--- src/rtl/spi_slave_pkg.sv ---
package spi_slave_pkg;

  localparam int FLAG_SS_ON  = 0;
  localparam int FLAG_SS_OFF = 1;
  localparam int FLAG_BITERR = 2;
  localparam int FLAG_UFLOW  = 3;
  localparam int FLAG_URUN   = 4;
  localparam int NUM_FLAGS   = 5;

  // strobes from control to datapath, one cycle each
  typedef struct packed {
    logic clrFrame;   // restart framing: counter and rx shifter to zero
    logic sample;     // rising sclk inside a frame
    logic wordDone;   // this sample completes a word
    logic commitPart; // push the incomplete word
    logic loadTx;     // capture head of transmit queue
    logic shiftTx;    // advance transmit shifter
  } dpStrobe_t;

endpackage

--- src/rtl/spi_slave_dp.sv ---
module spi_slave_dp
  import spi_slave_pkg::*;
#(
  parameter int MAX_BITS = 32,
  parameter int CNT_W    = $clog2(MAX_BITS + 1)
) (
  input  logic                clk,
  input  logic                rstN,
  input  dpStrobe_t           strb,
  input  logic                mosi,
  input  logic [MAX_BITS-1:0] txData,
  input  logic [CNT_W-1:0]    cfgWordLen,
  output logic [CNT_W-1:0]    bitCnt,
  output logic                frameHadBit,
  output logic                txMsb,
  output logic                rxPush,
  output logic [MAX_BITS-1:0] rxData,
  output logic [CNT_W-1:0]    rxBits
);

  localparam int IDX_W = (MAX_BITS > 1) ? $clog2(MAX_BITS) : 1;

  logic [MAX_BITS-1:0] rxSh;
  logic [MAX_BITS-1:0] txSh;
  logic [MAX_BITS-1:0] rxNext;
  logic [IDX_W-1:0]    msbIdx;

  assign rxNext = {rxSh[MAX_BITS-2:0], mosi};
  assign msbIdx = IDX_W'(cfgWordLen - CNT_W'(1));
  assign txMsb  = txSh[msbIdx];

  // receive side
  always_ff @(posedge clk or negedge rstN) begin
    if (!rstN) begin
      rxSh        <= '0;
      bitCnt      <= '0;
      frameHadBit <= 1'b0;
      rxPush      <= 1'b0;
      rxData      <= '0;
      rxBits      <= '0;
    end else begin
      rxPush <= 1'b0;
      if (strb.commitPart) begin
        rxPush <= 1'b1;
        rxData <= rxSh;
        rxBits <= bitCnt;
      end
      if (strb.clrFrame) begin
        rxSh        <= '0;
        bitCnt      <= '0;
        frameHadBit <= 1'b0;
      end else if (strb.sample) begin
        frameHadBit <= 1'b1;
        if (strb.wordDone) begin
          rxPush <= 1'b1;
          rxData <= rxNext;
          rxBits <= cfgWordLen;
          rxSh   <= '0;
          bitCnt <= '0;
        end else begin
          rxSh   <= rxNext;
          bitCnt <= bitCnt + CNT_W'(1);
        end
      end
    end
  end

  // transmit side
  always_ff @(posedge clk or negedge rstN) begin
    if (!rstN) begin
      txSh <= '0;
    end else if (strb.loadTx) begin
      txSh <= txData;
    end else if (strb.shiftTx) begin
      txSh <= {txSh[MAX_BITS-2:0], 1'b0};
    end
  end

endmodule

--- src/rtl/spi_slave_ctrl.sv ---
module spi_slave_ctrl
  import spi_slave_pkg::*;
#(
  parameter int MAX_BITS = 32,
  parameter int CNT_W    = $clog2(MAX_BITS + 1)
) (
  input  logic                 clk,
  input  logic                 rstN,
  input  logic                 cfgSsActiveHigh,
  input  logic                 cfgThreeWire,
  input  logic                 cfgKeepPartial,
  input  logic                 cfgUfLevel,
  input  logic [CNT_W-1:0]     cfgWordLen,
  input  logic                 sclk,
  input  logic                 ss,
  input  logic                 txValid,
  input  logic [NUM_FLAGS-1:0] flagClr,
  input  logic [CNT_W-1:0]     bitCnt,
  input  logic                 frameHadBit,
  input  logic                 txMsb,
  output dpStrobe_t            strb,
  output logic                 txPop,
  output logic                 miso,
  output logic [NUM_FLAGS-1:0] flags,
  output logic [CNT_W-1:0]     partialCount
);

  logic sclkQ, ssRawQ, txLoaded, ufHold;
  logic ssRaw, frameAct, ssStart, ssEnd, rise, fall;
  logic atWordStart, wordDone, bitErr, uflowEvt, loadTx, idleLoad;
  logic [NUM_FLAGS-1:0] flagSet;
  logic [CNT_W-1:0]     partialReg;

  always_comb begin
    ssRaw       = (ss == cfgSsActiveHigh);
    frameAct    = cfgThreeWire | ssRaw;
    ssStart     = ~cfgThreeWire & ssRaw & ~ssRawQ;
    ssEnd       = ~cfgThreeWire & ~ssRaw & ssRawQ;
    rise        = frameAct & sclk & ~sclkQ & ~ssStart;
    fall        = frameAct & ~sclk & sclkQ;
    atWordStart = (bitCnt == '0);
    wordDone    = rise & (bitCnt == cfgWordLen - CNT_W'(1));
    bitErr      = ssEnd & (~atWordStart | ~frameHadBit);

    // a word is fetched as soon as one is due and the queue offers it
    idleLoad = frameAct & ~ssStart & ~rise & ~txLoaded & ~ufHold &
               atWordStart & txValid;
    loadTx   = (ssStart & txValid) | idleLoad;
    // nothing to send when a frame opens or when a word's first edge arrives
    uflowEvt = (ssStart & ~txValid) |
               (rise & atWordStart & ~txLoaded & ~ufHold);

    strb.clrFrame   = ssStart | ssEnd;
    strb.sample     = rise;
    strb.wordDone   = wordDone;
    strb.commitPart = bitErr & cfgKeepPartial & ~atWordStart;
    strb.loadTx     = loadTx;
    strb.shiftTx    = fall & ~atWordStart & txLoaded & ~ufHold;

    flagSet                = '0;
    flagSet[FLAG_SS_ON]    = ssStart;
    flagSet[FLAG_SS_OFF]   = ssEnd;
    flagSet[FLAG_BITERR]   = bitErr;
    flagSet[FLAG_UFLOW]    = uflowEvt;
    flagSet[FLAG_URUN]     = ssEnd & ufHold;
  end

  assign txPop        = loadTx;
  assign miso         = (txLoaded & ~ufHold) ? txMsb : cfgUfLevel;
  assign partialCount = cfgKeepPartial ? partialReg : '0;

  always_ff @(posedge clk or negedge rstN) begin
    if (!rstN) begin
      sclkQ    <= 1'b0;
      ssRawQ   <= 1'b0;
      txLoaded <= 1'b0;
      ufHold   <= 1'b0;
    end else begin
      sclkQ  <= sclk;
      ssRawQ <= ssRaw;

      if (ssEnd)         txLoaded <= 1'b0;
      else if (loadTx)   txLoaded <= 1'b1;
      else if (wordDone) txLoaded <= 1'b0;

      if (ssEnd)                           ufHold <= 1'b0;
      else if (uflowEvt)                   ufHold <= 1'b1;
      else if (cfgThreeWire & wordDone)    ufHold <= 1'b0;
    end
  end

  // sticky flags, a set in the same cycle wins over a clear
  always_ff @(posedge clk or negedge rstN) begin
    if (!rstN) begin
      flags <= '0;
    end else begin
      for (int i = 0; i < NUM_FLAGS; i++) begin
        flags[i] <= flagSet[i] | (flags[i] & ~flagClr[i]);
      end
    end
  end

  always_ff @(posedge clk or negedge rstN) begin
    if (!rstN) begin
      partialReg <= '0;
    end else if (bitErr & cfgKeepPartial) begin
      partialReg <= bitCnt;
    end else if (flagClr[FLAG_BITERR]) begin
      partialReg <= '0;
    end
  end

endmodule

--- src/rtl/spi_slave_port.sv ---
module spi_slave_port
  import spi_slave_pkg::*;
#(
  parameter int MAX_BITS = 32,
  localparam int CNT_W   = $clog2(MAX_BITS + 1)
) (
  input  logic                 clk,
  input  logic                 rstN,
  input  logic                 cfgSsActiveHigh,
  input  logic                 cfgThreeWire,
  input  logic                 cfgKeepPartial,
  input  logic                 cfgUfLevel,
  input  logic [CNT_W-1:0]     cfgWordLen,
  input  logic                 sclk,
  input  logic                 mosi,
  input  logic                 ss,
  output logic                 miso,
  input  logic                 txValid,
  input  logic [MAX_BITS-1:0]  txData,
  output logic                 txPop,
  output logic                 rxPush,
  output logic [MAX_BITS-1:0]  rxData,
  output logic [CNT_W-1:0]     rxBits,
  input  logic [NUM_FLAGS-1:0] flagClr,
  output logic [NUM_FLAGS-1:0] flags,
  output logic [CNT_W-1:0]     partialCount
);

  dpStrobe_t        strb;
  logic [CNT_W-1:0] bitCnt;
  logic             frameHadBit;
  logic             txMsb;

  spi_slave_ctrl #(.MAX_BITS(MAX_BITS), .CNT_W(CNT_W)) u_ctrl (
    .clk            (clk),
    .rstN           (rstN),
    .cfgSsActiveHigh(cfgSsActiveHigh),
    .cfgThreeWire   (cfgThreeWire),
    .cfgKeepPartial (cfgKeepPartial),
    .cfgUfLevel     (cfgUfLevel),
    .cfgWordLen     (cfgWordLen),
    .sclk           (sclk),
    .ss             (ss),
    .txValid        (txValid),
    .flagClr        (flagClr),
    .bitCnt         (bitCnt),
    .frameHadBit    (frameHadBit),
    .txMsb          (txMsb),
    .strb           (strb),
    .txPop          (txPop),
    .miso           (miso),
    .flags          (flags),
    .partialCount   (partialCount)
  );

  spi_slave_dp #(.MAX_BITS(MAX_BITS), .CNT_W(CNT_W)) u_dp (
    .clk        (clk),
    .rstN       (rstN),
    .strb       (strb),
    .mosi       (mosi),
    .txData     (txData),
    .cfgWordLen (cfgWordLen),
    .bitCnt     (bitCnt),
    .frameHadBit(frameHadBit),
    .txMsb      (txMsb),
    .rxPush     (rxPush),
    .rxData     (rxData),
    .rxBits     (rxBits)
  );

endmodule

--- config.mk ---
export PLATFORM = sky130hd
export DESIGN_NAME = spi_slave_port
export DESIGN_NICKNAME = d
export VERILOG_FILES = /design/src/rtl/spi_slave_pkg.sv /design/src/rtl/spi_slave_dp.sv /design/src/rtl/spi_slave_ctrl.sv /design/src/rtl/spi_slave_port.sv
export SDC_FILE = /design/constraint.sdc
export NUM_CORES = 1
export LEC_CHECK = 0
export ABC_AREA = 1
export BUFFER_PORTS_ARGS = -buffer_cell sky130_fd_sc_hd__clkbuf_2
export CORE_ASPECT_RATIO = 0.6
export CORE_MARGIN = 2
export CORE_UTILIZATION = 38
export CTS_BUF_LIST = sky130_fd_sc_hd__clkbuf_4 sky130_fd_sc_hd__clkbuf_8 sky130_fd_sc_hd__clkbuf_16
export DETAILED_ROUTE_END_ITERATION = 8
export GPL_TIMING_DRIVEN = 0
export PLACE_DENSITY = 0.62
export REMOVE_ABC_BUFFERS = 1
export SLEW_MARGIN = 20
export SYNTH_ARGS = -nofsm -noshare
export SYNTH_HDL_FRONTEND = slang
export SYNTH_SLANG_ARGS = --single-unit
--- constraint.sdc ---
create_clock -name clk -period 6.2 [get_ports clk]
set_input_delay 1.24 -clock clk [delete_from_list [all_inputs] [get_ports clk]]
set_output_delay 1.24 -clock clk [all_outputs]
set_load 0.02 [all_outputs]
==> results.cfg <==
[run_status]
status = complete, no violations

[floorplan]
start_util = 0.3952
die-width_um = 168.4
die-area_mm2 = 0.01728
pin_count = 105
core_area_mm2 = 0.01559
die_h_um = 102.6
row_count = 35

[cells_and_area]
layout_common_cells = 246 x nand2_1, 125 x nand3_1, 125 x dfrtp_1, 103 x clkbuf_2, 69 x inv_1
antenna_cells = 0
n_fill_cell = 1554
post-route-cell-area_mm2 = 0.007443
final_core_util = 0.4774
area_delta_synth_final_pct = 20.82
fin_nets = 928
drive_gt1_frac = 0.1844
final_common_cell = nand2_1

[synth]
yosys_warnings = 0
synthDistinctLibCells = 26
avgSynthCellArea_um2 = 7.818
synth_cells = 788
yosys_register_bits = 125
ys_seq_area_frac = 0.5077
netlist_area_mm2 = 0.006161

[critical_path]
ff2ff_path_depth = 10
reg2reg_from = u_dp.bitCnt[0]$_DFFE_PN0P_
worst-path-buf-inv = 4
crit_type = input pin to primary output
critPathMaxFanout = 20
r2r-end = u_dp.txSh[30]$_DFFE_PN0P_
path_cells = clkbuf_2 > inv_2 > ha_1 > inv_2 > nor2_1 > o21ai_0 > nand2_1 > nand2_1 > nand2_1 > nand2_1 > nand3_1 > nand3_1 > nand2_1 > clkbuf_2
cpMaxStageDelayCell = ha_1
cp-end-kind = primary output
max_stage_delay_ns = 0.63
crit_top_cell = nand2_1
crit_start = cfgWordLen[0]
cp.depth = 14
start_kind = input pin
rrSetupSlack_ns = 3.72
crit_arrival_ns = 3.65
required_ns = 4.96
cpLargestDelayFamily = buffers and inverters

[timing]
slew_headroom = 0.3053
setup_violations = 0
finClkSkew_ns = 0.02415
max_freq_mhz = 204.6
tightestPinTransition_ns = 1.041
drv_slew = 0
min_period_over_period = 0.7882
holdWs_ns = 0.4716
hold_viol_final = 0
rsz0062_at_grt = false
fin_crit_ns = 4.887
tns_ns = 0

[placement]
placed_area_mm2 = 0.006835
port_buffers = 104
place.gp.congestion = 0.7693
post-dp-hpwl_mm = 10.27

[power]
internal-power_w = 0.001835
ir_drop_v = 0.0001654
p_switching_w = 0.0008942
powerDensity_mw_per_mm2 = 366.7
combPwrFrac = 0.215
p_clk_frac = 0.381
p_leak_nw = 3.793
seqPwrFrac = 0.405
p_sw_frac = 0.3277
power_w = 0.002729

[routing]
dr.first_iter.drc_count = 397
ant_nets = 0
wl_mm = 15.59
viasPerCell = 4.916
detailroute.via_count = 5344
route.detailed.drc = 0
dr.pass1.iters = 5
wl_per_cell_um = 14.34

[grt]
grt_overflow = 0
grt_max_degree = 83
grt_usage = 0.1884
grt_pass1_wl_mm = 25.70
grt_pass1_vias = 4912
antenna_found_initial = 0

[clocking]
worstSkewPairLatency_ns = 0.42
cts_tree = yes
hold_buffers = 0
cts_buffers = 17
cts_sinks = 125
htreeDepth = 4
root_buffer = clkbuf_16
clk_pin_slew_ns = 0.06
clockBufferDepth = 2
cts_resized = 0
postCtsSetupBuffers = 0

[min_path]
hold_path_end = u_dp.rxData[22]$_DFF_PN0_
hold_path.startpoint = u_dp.rxSh[21]$_DFFE_PN0P_
hold_path_depth = 2
hold_class = flop to flop

[job]
drv_cap = 0
## worst min-delay path: stages, from the launching register on
cell and delay [ns]:
dfrtp_1 0.34, nand2_1 0.05, nand2_1 0.05
## cell families after synthesis
group | Yosys count | share of synthesized area
and+or+nand+nor | 426 | 0.2977
buffers and inverters | 119 | 0.08489
AOI/OAI and AO/OA | 110 | 0.09647
adders and majority gates | 3 | 0.006093
DFF | 125 | 0.5077
xor gates and xnor gates | 5 | 0.007109
## per-stage QoR
step           setup slack, ns  cells
6_report                 1.313   1087
5_1_grt                  1.010   1087
4_1_cts                  1.254   1087
3_5_place_dp             1.264   1056
3_3_place_gp            0.5894   1050
2_1_floorplan            1.662    743
## sequential cells by signal (all words and copies together), names as in the netlist
signal,flops
u_dp.txSh,32
u_dp.rxData,32
u_ctrl.txLoaded,1
u_dp.rxSh,32
u_dp.frameHadBit,1
u_dp.rxPush,1
u_ctrl.sclkQ,1
u_dp.rxBits,6
u_dp.bitCnt,6
u_ctrl.partialReg,6
u_ctrl.ssRawQ,1
u_ctrl.ufHold,1
u_ctrl.flags,5
## final cells by class
class	instances	area [µm²]	share of cell area
repair buffers	110	650.6	0.08741
inverters	74	277.8	0.03732
flip-flops and latches	125	3128	0.4202
well taps	203	254.0	0.03412
multi-input cells	544	2525	0.3392
clock buffers	17	425.4	0.05715
clock inverters	14	182.7	0.02454
## Yosys cell counts
master | count | share of area
nand2_1 | 247 | 0.15
nand3_1 | 126 | 0.10
dfrtp_1 | 125 | 0.51
inv_1 | 69 | 0.042
o21ai_0 | 44 | 0.036
nor2_1 | 36 | 0.022
o22ai_1 | 35 | 0.036
buf_2 | 28 | 0.023
o21ai_1 | 27 | 0.022
clkbuf_1 | 8 | 0.0049
buf_4 | 5 | 0.0061
inv_2 | 5 | 0.0030
nand2_2 | 5 | 0.0051
a21oi_1 | 4 | 0.0032
buf_6 | 3 | 0.0055
ha_1 | 3 | 0.0061
nor2_2 | 3 | 0.0030
xor2_1 | 3 | 0.0043
nand3_2 | 2 | 0.0032
nand3b_1 | 2 | 0.0024
nor2_4 | 2 | 0.0037
xnor2_1 | 2 | 0.0028
buf_1 | 1 | 0.00061
nand2_4 | 1 | 0.0018
nand4_2 | 1 | 0.0020
nor3_2 | 1 | 0.0016
## how the worst max path moves through the flow
stage          endpoint  slack (ns)
6_report           miso        1.31
5_1_grt            miso        1.01
2_1_floorplan     txPop        1.66
3_5_place_dp       miso        1.26
3_3_place_gp      txPop        0.59
4_1_cts            miso        1.25
## metal layers
| layer | GRT usage | share of wire |
|---|---|---|
| met1 | 0.2919 | 0.54 |
| met2 | 0.2719 | 0.41 |
| met3 | 0.04107 | 0.050 |
| met4 | 0.03382 | 0.0041 |
| met5 | 0 | 0 |
## power by group through the flow
stage / Combinational [W] / Sequential (W) / Clock [W]
6_report: 0.000586 / 0.00110 / 0.00104
5_1_grt: 0.000670 / 0.00113 / 0.00110
4_1_cts: 0.000596 / 0.00110 / 0.00106
3_5_place_dp: 0.000593 / 0.00112 / 0
3_3_place_gp: 0.000565 / 0.00111 / 0
2_1_floorplan: 0.000320 / 0.00116 / 0
(Power assumes the default switching activity.)
